**config.mk**
```make
export PLATFORM = sky130hd
export DESIGN_NAME = baud_gen
export DESIGN_NICKNAME = d
export VERILOG_FILES = /design/src/rtl/baud_gen_pkg.sv /design/src/rtl/baud_gen_regs.sv /design/src/rtl/baud_gen_counter.sv /design/src/rtl/baud_gen_prescaler.sv /design/src/rtl/baud_gen.sv
export SDC_FILE = /design/constraint.sdc
export NUM_CORES = 1
export LEC_CHECK = 0
export BUFFER_PORTS_ARGS = -buffer_cell sky130_fd_sc_hd__buf_2
export CORE_ASPECT_RATIO = 1.1
export CORE_UTILIZATION = 35
export DETAILED_ROUTE_END_ITERATION = 12
export PLACE_DENSITY = 0.52
export SLEW_MARGIN = 30
export SYNTH_ARGS = -nofsm -noshare
export SYNTH_HDL_FRONTEND = slang
export SYNTH_SLANG_ARGS = --single-unit
```
**constraint.sdc**
```tcl
create_clock -name clk -period 4.7 [get_ports clk]
set_input_delay 0.94 -clock clk [delete_from_list [all_inputs] [get_ports clk]]
set_output_delay 0.94 -clock clk [all_outputs]
set_load 0.01 [all_outputs]
```
**src/rtl/baud_gen_pkg.sv**
```systemverilog
package baud_gen_pkg;

  typedef enum logic [1:0] {
    SEL_TC_LO = 2'd0,
    SEL_TC_HI = 2'd1,
    SEL_CTRL  = 2'd2,
    SEL_MODE  = 2'd3
  } reg_sel_e;

  localparam int CTRL_RUN_BIT = 0;
  localparam int CTRL_SYS_BIT = 1;
  localparam int CTRL_IRQ_BIT = 2;
  localparam int MODE_LSB     = 6;
  localparam int MAX_RATIO    = 64;

  // Source ticks spent in one half of the output period.
  function automatic int unsigned half_ticks(int unsigned tc);
    return tc + 2;
  endfunction

  // Prescaler ratio selected by the two mode bits.
  function automatic int unsigned mode_ratio(logic [1:0] m);
    case (m)
      2'b00:   return 1;
      2'b01:   return 16;
      2'b10:   return 32;
      default: return 64;
    endcase
  endfunction

endpackage

```
**src/rtl/baud_gen_regs.sv**
```systemverilog
module baud_gen_regs
  import baud_gen_pkg::*;
#(
  parameter int DATA_W = 8,
  localparam int CNT_W = 2 * DATA_W
) (
  input  logic              clk,
  input  logic              rst_n,
  input  logic              wr_en,
  input  logic [1:0]        wr_sel,
  input  logic [DATA_W-1:0] wr_data,
  output logic [CNT_W-1:0]  tc,
  output logic              run_en,
  output logic              src_sys,
  output logic              irq_en,
  output logic [1:0]        mode,
  output logic              mode_wr
);

  logic [DATA_W-1:0] tc_lo_q, tc_hi_q;
  logic [2:0]        ctrl_q;
  logic [1:0]        mode_q;

  always_ff @(posedge clk or negedge rst_n) begin
    if (!rst_n) begin
      tc_lo_q <= '0;
      tc_hi_q <= '0;
      ctrl_q  <= '0;
      mode_q  <= '0;
    end else if (wr_en) begin
      case (reg_sel_e'(wr_sel))
        SEL_TC_LO: tc_lo_q <= wr_data;
        SEL_TC_HI: tc_hi_q <= wr_data;
        SEL_CTRL:  ctrl_q  <= wr_data[2:0];
        SEL_MODE:  mode_q  <= wr_data[MODE_LSB+1:MODE_LSB];
        default:   ;
      endcase
    end
  end

  assign tc      = {tc_hi_q, tc_lo_q};
  assign run_en  = ctrl_q[CTRL_RUN_BIT];
  assign src_sys = ctrl_q[CTRL_SYS_BIT];
  assign irq_en  = ctrl_q[CTRL_IRQ_BIT];
  assign mode    = mode_q;
  assign mode_wr = wr_en && (reg_sel_e'(wr_sel) == SEL_MODE);

  // a low-byte write leaves the high byte untouched
  a_r2_lo_keeps_hi: assert property (@(posedge clk) disable iff (!rst_n)
    (wr_en && reg_sel_e'(wr_sel) == SEL_TC_LO) |=> $stable(tc[CNT_W-1:DATA_W]));

endmodule

```
**src/rtl/baud_gen_counter.sv**
```systemverilog
module baud_gen_counter #(
  parameter int CNT_W = 16
) (
  input  logic             clk,
  input  logic             rst_n,
  input  logic             run_en,
  input  logic             src_tick,
  input  logic [CNT_W-1:0] tc,
  output logic [CNT_W-1:0] count,
  output logic             zero_evt,
  output logic             full_evt,
  output logic             zc_pulse,
  output logic             baud_tick
);

  logic [CNT_W-1:0] count_q;
  logic             hold_q;   // zero reached, reload due on next tick
  logic             lvl_q;    // output level, toggles every half period
  logic             step;

  assign step     = src_tick && run_en;
  assign zero_evt = step && (count_q == '0) && !hold_q;
  assign full_evt = zero_evt && lvl_q;

  always_ff @(posedge clk or negedge rst_n) begin
    if (!rst_n) begin
      count_q   <= '0;
      hold_q    <= 1'b1;
      lvl_q     <= 1'b0;
      zc_pulse  <= 1'b0;
      baud_tick <= 1'b0;
    end else begin
      zc_pulse  <= zero_evt;
      baud_tick <= full_evt;
      if (step) begin
        if (count_q != '0) begin
          count_q <= count_q - 1'b1;
        end else if (hold_q) begin
          count_q <= tc;
          hold_q  <= 1'b0;
        end else begin
          hold_q <= 1'b1;
          lvl_q  <= ~lvl_q;
        end
      end
    end
  end

  assign count = count_q;

  // with the generator disabled the count does not move and no event occurs
  a_r5_freeze: assert property (@(posedge clk) disable iff (!rst_n)
    !run_en |=> ($stable(count_q) && !zc_pulse));

  // a reload takes whatever time constant is present at that tick
  a_r7_reload_value: assert property (@(posedge clk) disable iff (!rst_n)
    (step && count_q == '0 && hold_q) |=> (count_q == $past(tc)));

  // a non-zero count steps down by one per tick
  a_r4_step_down: assert property (@(posedge clk) disable iff (!rst_n)
    (step && count_q != '0) |=> (count_q == $past(count_q) - 1'b1));

  // a zero-count pulse only follows a zero count
  a_r3_zc_at_zero: assert property (@(posedge clk) disable iff (!rst_n)
    zc_pulse |-> (count_q == '0));

endmodule

```
**src/rtl/baud_gen_prescaler.sv**
```systemverilog
module baud_gen_prescaler
  import baud_gen_pkg::*;
#(
  parameter int RATIO_MAX = MAX_RATIO,
  localparam int PRE_W = $clog2(RATIO_MAX)
) (
  input  logic       clk,
  input  logic       rst_n,
  input  logic       full_evt,
  input  logic [1:0] mode,
  input  logic       clear,
  output logic       bit_tick
);

  logic [PRE_W-1:0] pcnt_q;
  logic [PRE_W-1:0] last;
  logic             wrap;

  assign last = PRE_W'(mode_ratio(mode) - 1);
  assign wrap = full_evt && (pcnt_q == last);

  always_ff @(posedge clk or negedge rst_n) begin
    if (!rst_n) begin
      pcnt_q   <= '0;
      bit_tick <= 1'b0;
    end else begin
      bit_tick <= wrap && !clear;
      if (clear || wrap) pcnt_q <= '0;
      else if (full_evt) pcnt_q <= pcnt_q + 1'b1;
    end
  end

  // a mode write restarts the prescaler from zero
  a_r9_restart: assert property (@(posedge clk) disable iff (!rst_n)
    clear |=> (pcnt_q == '0 && !bit_tick));

  // the prescaler count never passes the selected ratio
  a_r9_in_range: assert property (@(posedge clk) disable iff (!rst_n)
    $stable(mode) |-> (pcnt_q <= last));

endmodule

```
**src/rtl/baud_gen.sv**
```systemverilog
module baud_gen
  import baud_gen_pkg::*;
#(
  parameter int DATA_W = 8,
  localparam int CNT_W = 2 * DATA_W
) (
  input  logic              clk,
  input  logic              rst_n,
  input  logic              wr_en,
  input  logic [1:0]        wr_sel,
  input  logic [DATA_W-1:0] wr_data,
  input  logic              sys_tick,
  input  logic              ext_tick,
  output logic              baud_tick,
  output logic              bit_tick,
  output logic              zc_pulse,
  output logic              zc_irq,
  output logic [CNT_W-1:0]  cur_count
);

  logic [CNT_W-1:0] tc;
  logic             run_en, src_sys, irq_en, mode_wr;
  logic [1:0]       mode;
  logic             src_tick, zero_evt, full_evt;

  baud_gen_regs #(.DATA_W(DATA_W)) u_regs (
    .clk(clk), .rst_n(rst_n), .wr_en(wr_en), .wr_sel(wr_sel), .wr_data(wr_data),
    .tc(tc), .run_en(run_en), .src_sys(src_sys), .irq_en(irq_en),
    .mode(mode), .mode_wr(mode_wr)
  );

  assign src_tick = src_sys ? sys_tick : ext_tick;

  baud_gen_counter #(.CNT_W(CNT_W)) u_cnt (
    .clk(clk), .rst_n(rst_n), .run_en(run_en), .src_tick(src_tick), .tc(tc),
    .count(cur_count), .zero_evt(zero_evt), .full_evt(full_evt),
    .zc_pulse(zc_pulse), .baud_tick(baud_tick)
  );

  baud_gen_prescaler #(.RATIO_MAX(MAX_RATIO)) u_pre (
    .clk(clk), .rst_n(rst_n), .full_evt(full_evt), .mode(mode),
    .clear(mode_wr), .bit_tick(bit_tick)
  );

  always_ff @(posedge clk or negedge rst_n) begin
    if (!rst_n) zc_irq <= 1'b0;
    else        zc_irq <= zero_evt && irq_en;
  end

  // an interrupt request never appears without its zero-count pulse
  a_r8_irq_with_zc: assert property (@(posedge clk) disable iff (!rst_n)
    zc_irq |-> zc_pulse);

  // a baud tick marks a half-period boundary
  a_r3_baud_on_zc: assert property (@(posedge clk) disable iff (!rst_n)
    baud_tick |-> zc_pulse);

  // prescaled ticks are a subset of baud ticks
  a_r9_bit_on_baud: assert property (@(posedge clk) disable iff (!rst_n)
    bit_tick |-> baud_tick);

  // consecutive zero-count pulses are at least two cycles apart
  a_r3_zc_single: assert property (@(posedge clk) disable iff (!rst_n)
    zc_pulse |=> !zc_pulse);

endmodule

```
# After elaboration in Yosys (flattened, before gate mapping)
# Cells that the tools add are included.
# Widths: inputs -> output; s select.
dict set report classes {
  n_addsub 3
  eq_ne 6
  mux 7
  n_bitwise 3
  n_reduce_logical 24
}
# op n
set ops {}
lappend ops {{$mux 16} 2}
lappend ops {{$pmux 6 s3} 1}
lappend ops {{$logic_not 16->1} 1}
lappend ops {{$reduce_bool 16->1} 1}
lappend ops {{$sub 16x1->16 const B} 1}
lappend ops {{$mux 6} 2}
lappend ops {{$reduce_and 2->1} 6}
lappend ops {{$logic_and 1x1->1} 8}
lappend ops {{$add 6x1->6 const B} 1}
lappend ops {{$eq 2x2->1 const B} 3}
lappend ops {{$eq 6x6->1} 1}
lappend ops {{$sub 6x1->6 const B} 1}
lappend ops {{$eq 2x1->1 const B} 2}
lappend ops {{$logic_not 2->1} 2}
lappend ops {{$reduce_bool 2->1} 2}
lappend ops {{$not 1->1} 3}
lappend ops {{$reduce_and 3->1} 1}
lappend ops {{$logic_not 1->1} 2}
lappend ops {{$mux 1} 2}
lappend ops {{$logic_or 1x1->1} 1}
dict set report word_totals {
  regBits 49
  in_bits 15
  output_inout_bits 20
  wordCells 55
}

# Logic depth before layout (Yosys ltp)
dict set report depth {
  depth_word 8
  mapped_depth 8
  ltp_nobuf 7
}

# Cells and area by module
# A second synthesis with hierarchy kept.
dict set report hier_totals {
  cells_unflattened 247
  area_unflattened_um2 2600.0
}
# mod n_inst cells_each area_each_um2 seq_area_each_um2
set modules_own_cells {}
lappend modules_own_cells {baud_gen_counter 1 163 1348.8 501.7}
lappend modules_own_cells {baud_gen_regs 1 46 807.0 525.5}
lappend modules_own_cells {baud_gen_prescaler 1 35 397.9 175.2}
lappend modules_own_cells {baud_gen 1 3 46.3 25.0}

# Worst setup path before layout
# No wires, ideal clock.
dict set report synth_path {
  path_kind {input to register}
  start {in sys_tick}
  end {reg u_pre.pcnt_q[4]}
  setup_ps 78
  arrival_ps 2334
  required_ps 4622
  setup_slack_ps 2289
  stages 6
  path_buffers 1
  cell_sequence {mux2_2 nand2_1 or3_4 buf_6 or4_1 a21oi_1}
}
dict set report synth_via {
  elab_chain_len 8
  elab_cells_between_ends 9
  cone_classes {mux: 2; reduce/logical: 7}
}
# element line_no
set synth_rtl {}
lappend synth_rtl {{start, declared} baud_gen.sv:12} ;# input logic sys_tick,
lappend synth_rtl {{$mux 1 *} baud_gen.sv:32} ;# assign src_tick = src_sys ? sys_tick : ext_tick;
lappend synth_rtl {{$logic_and 1x1->1 *} baud_gen_counter.sv:21} ;# assign step = src_tick && run_en;
lappend synth_rtl {{$logic_and 1x1->1 * (2 in series)} baud_gen_counter.sv:22} ;# assign zero_evt = step && (count_q == '0) && !hold_q;
lappend synth_rtl {{$logic_and 1x1->1 *} baud_gen_counter.sv:23} ;# assign full_evt = zero_evt && lvl_q;
lappend synth_rtl {{$logic_and 1x1->1} baud_gen_prescaler.sv:20} ;# assign wrap = full_evt && (pcnt_q == last);
lappend synth_rtl {{$logic_or 1x1->1} baud_gen_prescaler.sv:28} ;# if (clear || wrap) pcnt_q <= '0;
lappend synth_rtl {{$mux 6 or $reduce_bool 2->1 (tied branches)} --}
lappend synth_rtl {{end signal, assigned} baud_gen_prescaler.sv:29} ;# else if (full_evt) pcnt_q <= pcnt_q + 1'b1;
lappend synth_rtl {{end, declared} baud_gen_prescaler.sv:15} ;# logic [PRE_W-1:0] pcnt_q;
# Every way passes the cells marked *; elsewhere a longest branch is shown, timed or not.
# A chain may end at the register's enable or synchronous reset.

# Worst setup path in the final report
dict set report layout_path {
  start {reg u_cnt.count_q[0], in the netlist u_cnt.count[0]}
  end {reg u_pre.pcnt_q[4]}
}
dict set report layout_via {
  elab_chain_len 7
  elab_cells_between_ends 8
  cone_classes {mux: 1; reduce/logical: 7}
}
# element line_no
set layout_rtl {}
lappend layout_rtl {{start, declared} baud_gen_counter.sv:16} ;# logic [CNT_W-1:0] count_q;
lappend layout_rtl {{start signal, assigned} baud_gen_counter.sv:37} ;# count_q <= count_q - 1'b1;
lappend layout_rtl {{start signal, assigned} baud_gen_counter.sv:39} ;# count_q <= tc;
lappend layout_rtl {{$logic_not 16->1 *} baud_gen_counter.sv:22}
lappend layout_rtl {{$logic_and 1x1->1 * (2 in series)} baud_gen_counter.sv:22}
lappend layout_rtl {{$logic_and 1x1->1 *} baud_gen_counter.sv:23}
lappend layout_rtl {{$logic_and 1x1->1} baud_gen_prescaler.sv:20}
lappend layout_rtl {{$logic_or 1x1->1} baud_gen_prescaler.sv:28}
lappend layout_rtl {{$mux 6 or $reduce_bool 2->1 (tied branches)} --}
# Marks and branches as above.

==> flow_metrics.tcl <==
set metrics [dict create \
    r2r-start "u_cnt.count[0]" \
    setup_viol 0 \
    critical_path.endpoint_type "flop" \
    drtIter0Drc 81 \
    pwr-share-seq 0.502 \
    critPathLaunchType "flop" \
    p_sw_w 0.000425 \
    reg2reg_slack_ns 2.17 \
    die_w_um 81.2 \
    hold_depth 1 \
    ys_seq_area_frac 0.508 \
    worst_slew_pin_slew_ns 0.721 \
    holdBufCountCts 0 \
    dieHeight_um 89.1 \
    post_dp_cell_area_sq_mm 0.00267 \
    preCtsSetupSlack_ns 2.13 \
    min_period_over_period 0.538 \
    routed_via_density 5.43 \
    num_antenna_cells 0 \
    drt.antenna.violating_nets 0 \
    regToRegEndpoint "u_pre.pcnt_q[4]" \
    drc 0 \
    antenna_found_initial 0 \
    wl_per_cell_um 15.7 \
    hold_violations 0 \
    grt_setup_unrepaired "no" \
    crit_required_ns 4.94 \
    fillers 661 \
    cts_resized 0 \
    setup_tns_ns 0 \
    cts_max_path_buffers 2 \
    seq_area_sq_mm 0.00123 \
    yosys_warnings 0 \
    synth_ff_type "dfrtp_1" \
    cts_sinks 49 \
    synth_fp_nets 238 \
    ys_ff_latch 49 \
    instances_no_fill 340 \
    synth_edf_count 0 \
    grt_pass1_wl_mm 8.96 \
    syn_to_final_growth_pct 14.2 \
    first_pass_iters 4 \
    powerDensity_mw_per_mm2 425 \
    fin_worst_skew_ns 0.00828 \
    r2r_cells 7 \
    vias 1846 \
    grt_use_total 0.165 \
    cts_tree "done" \
    clk_pin_slew_ns 0.10 \
    ir_drop_v 0.000197 \
    synthCells 221 \
    synthesis.area_sq_mm 0.00241 \
    clockRootBuffer "clkbuf_8" \
    slew_viol_final 0 \
    post_cts_buffers 0 \
    htree_levels 2 \
    drive_gt1_frac 0.295 \
    power_frac_comb 0.280 \
    rows 31 \
    hold_start "u_cnt.lvl_q" \
    dp_hpwl_mm 3.83 \
    min_period_ns 2.53 \
    numPlacedInstances 332 \
    slew_headroom 0.520 \
    path_class "flop to flop" \
    crit_fanout 14 \
    place_congestion 0.796 \
    io_buffers 34 \
    holdWs_ns 0.476 \
    outcome "completed" \
    avgSynthCellArea_sq_um 10.9 \
    fin_ws_ns 2.17 \
    ys_types 49 \
    grt_max_degree 50 \
    async_flop_share 1.00 \
    clk_latency_ns 0.31 \
    cts_made_buffers 5 \
    multi_input_area_sq_mm 0.00112 \
    power.internal_w 0.000747 \
    stdcell_area_sq_mm 0.00276 \
    crit_start "u_cnt.count[0]" \
    min_to "u_cnt.lvl_q" \
    start_util 0.364 \
    max_cap_viol_count 0 \
    hold_class "flop to flop" \
    grt_pass1_vias 1787 \
    leakagePower_nw 1.21 \
    fmax_ghz 0.395 \
    die-area_sq_mm 0.00724 \
    fin_nets 274 \
    io_pins 35 \
    coreArea_sq_mm 0.00663 \
    swShare 0.363 \
    grt_overflow 0 \
    routed_wl_mm 5.35 \
    clockPowerShare 0.219 \
    arrival_ns 2.77 \
]
## power by group through the flow
stage	combinational (W)	sequential, W	clock [W]
floorplan	0.000207	0.000597	0
global route	0.000367	0.000604	0.000283
finish	0.000328	0.000589	0.000256
CTS	0.000333	0.000590	0.000264
detailed placement	0.000331	0.000598	0
global placement	0.000329	0.000599	0
## layer usage
layer | up-vias | GRT usage | wire, um
met2 | 27 | 0.269 | 2540
met5 | - | 0 | 0
met1 | 907 | 0.220 | 2540
met4 | 0 | 0.0536 | 96
met3 | 6 | 0.0337 | 165
li1 | 906 | - | -
## cell type report
cell class	instances	share of cell area
Clock buffer	5	0.0249
Clock inverter	3	0.00771
Inverter	8	0.0109
Multi-Input combinational cell	157	0.407
Sequential cell	49	0.445
Tap cell	82	0.0372
Timing Repair Buffer	36	0.0671
## critical path, stage by stage (launching register included)
cell,delay (ns)
dfrtp_1,0.41
inv_1,0.11
ha_1,0.24
nor2b_1,0.28
nand4_4,0.25
or3_4,0.51
or4_1,0.51
a21oi_1,0.15
## stage by stage
stage	util	total power (W)
after floorplan	-	0.000804
after global placement	0.402	0.000929
after detailed placement	0.402	0.000930
after CTS	0.416	0.00119
after global routing	0.416	0.00125
final	0.416	0.00117
## cell usage in the layout, fill, tap and decap left out, types with 4 or more instances in the layout
cell type and count:
or4_1 6, a21oi_1 13, o211ai_1 4, nand3b_1 4, inv_1 8, nor2_1 12
o21ai_0 16, nand2_1 12, dfrtp_1 48, mux2_2 24, o22ai_1 4, clkbuf_8 5
nor4_1 4, nand3_1 6, nor3_1 6, buf_2 34
## cell usage after synthesis (4+ instances only)
| cell | number | share of area |
|---|---|---|
| dfrtp_1 | 48 | 0.50 |
| mux2_2 | 24 | 0.11 |
| o21ai_0 | 16 | 0.033 |
| a21oi_1 | 13 | 0.027 |
| nand2_1 | 12 | 0.019 |
| nor2_1 | 12 | 0.019 |
| inv_1 | 8 | 0.012 |
| clkbuf_1 | 6 | 0.0093 |
| nand3_1 | 6 | 0.012 |
| nor3_1 | 6 | 0.012 |
| or4_1 | 6 | 0.019 |
| nand3b_1 | 4 | 0.012 |
| nor4_1 | 4 | 0.010 |
| o211ai_1 | 4 | 0.012 |
| o22ai_1 | 4 | 0.010 |
## worst max path at each step
stage                                 end  slack [ns]  depth (start not counted)
after global placement    u_pre.pcnt_q[5]        2.18                          6
final                     u_pre.pcnt_q[4]        2.17                          7
after floorplan           u_pre.pcnt_q[4]        2.29                          6
after detailed placement  u_pre.pcnt_q[5]        2.13                          6
after CTS                 u_pre.pcnt_q[4]        2.16                          7
after global routing      u_pre.pcnt_q[5]        2.01                          7
## logic make-up after synthesis
family / share of synthesized area
AND/OR/NAND/NOR: 0.176
flip-flops: 0.508
AO/OA/AOI/OAI: 0.148
adder cells (fa/ha/maj): 0.0104
multiplexers: 0.120
XOR/XNOR: 0.0109
buffers and inverters: 0.0264
## sequential cells by signal, indices dropped and copies added, names as in the netlist
signal / count
u_cnt.baud_tick: 1
u_cnt.count: 16
u_cnt.hold_q: 1
u_cnt.lvl_q: 1
u_cnt.zc_pulse: 1
u_pre.bit_tick: 1
u_pre.pcnt_q: 6
u_regs.ctrl_q: 3
u_regs.mode: 2
u_regs.tc_hi_q: 8
u_regs.tc_lo_q: 8
zc_irq: 1
(Power assumes the default switching activity.)
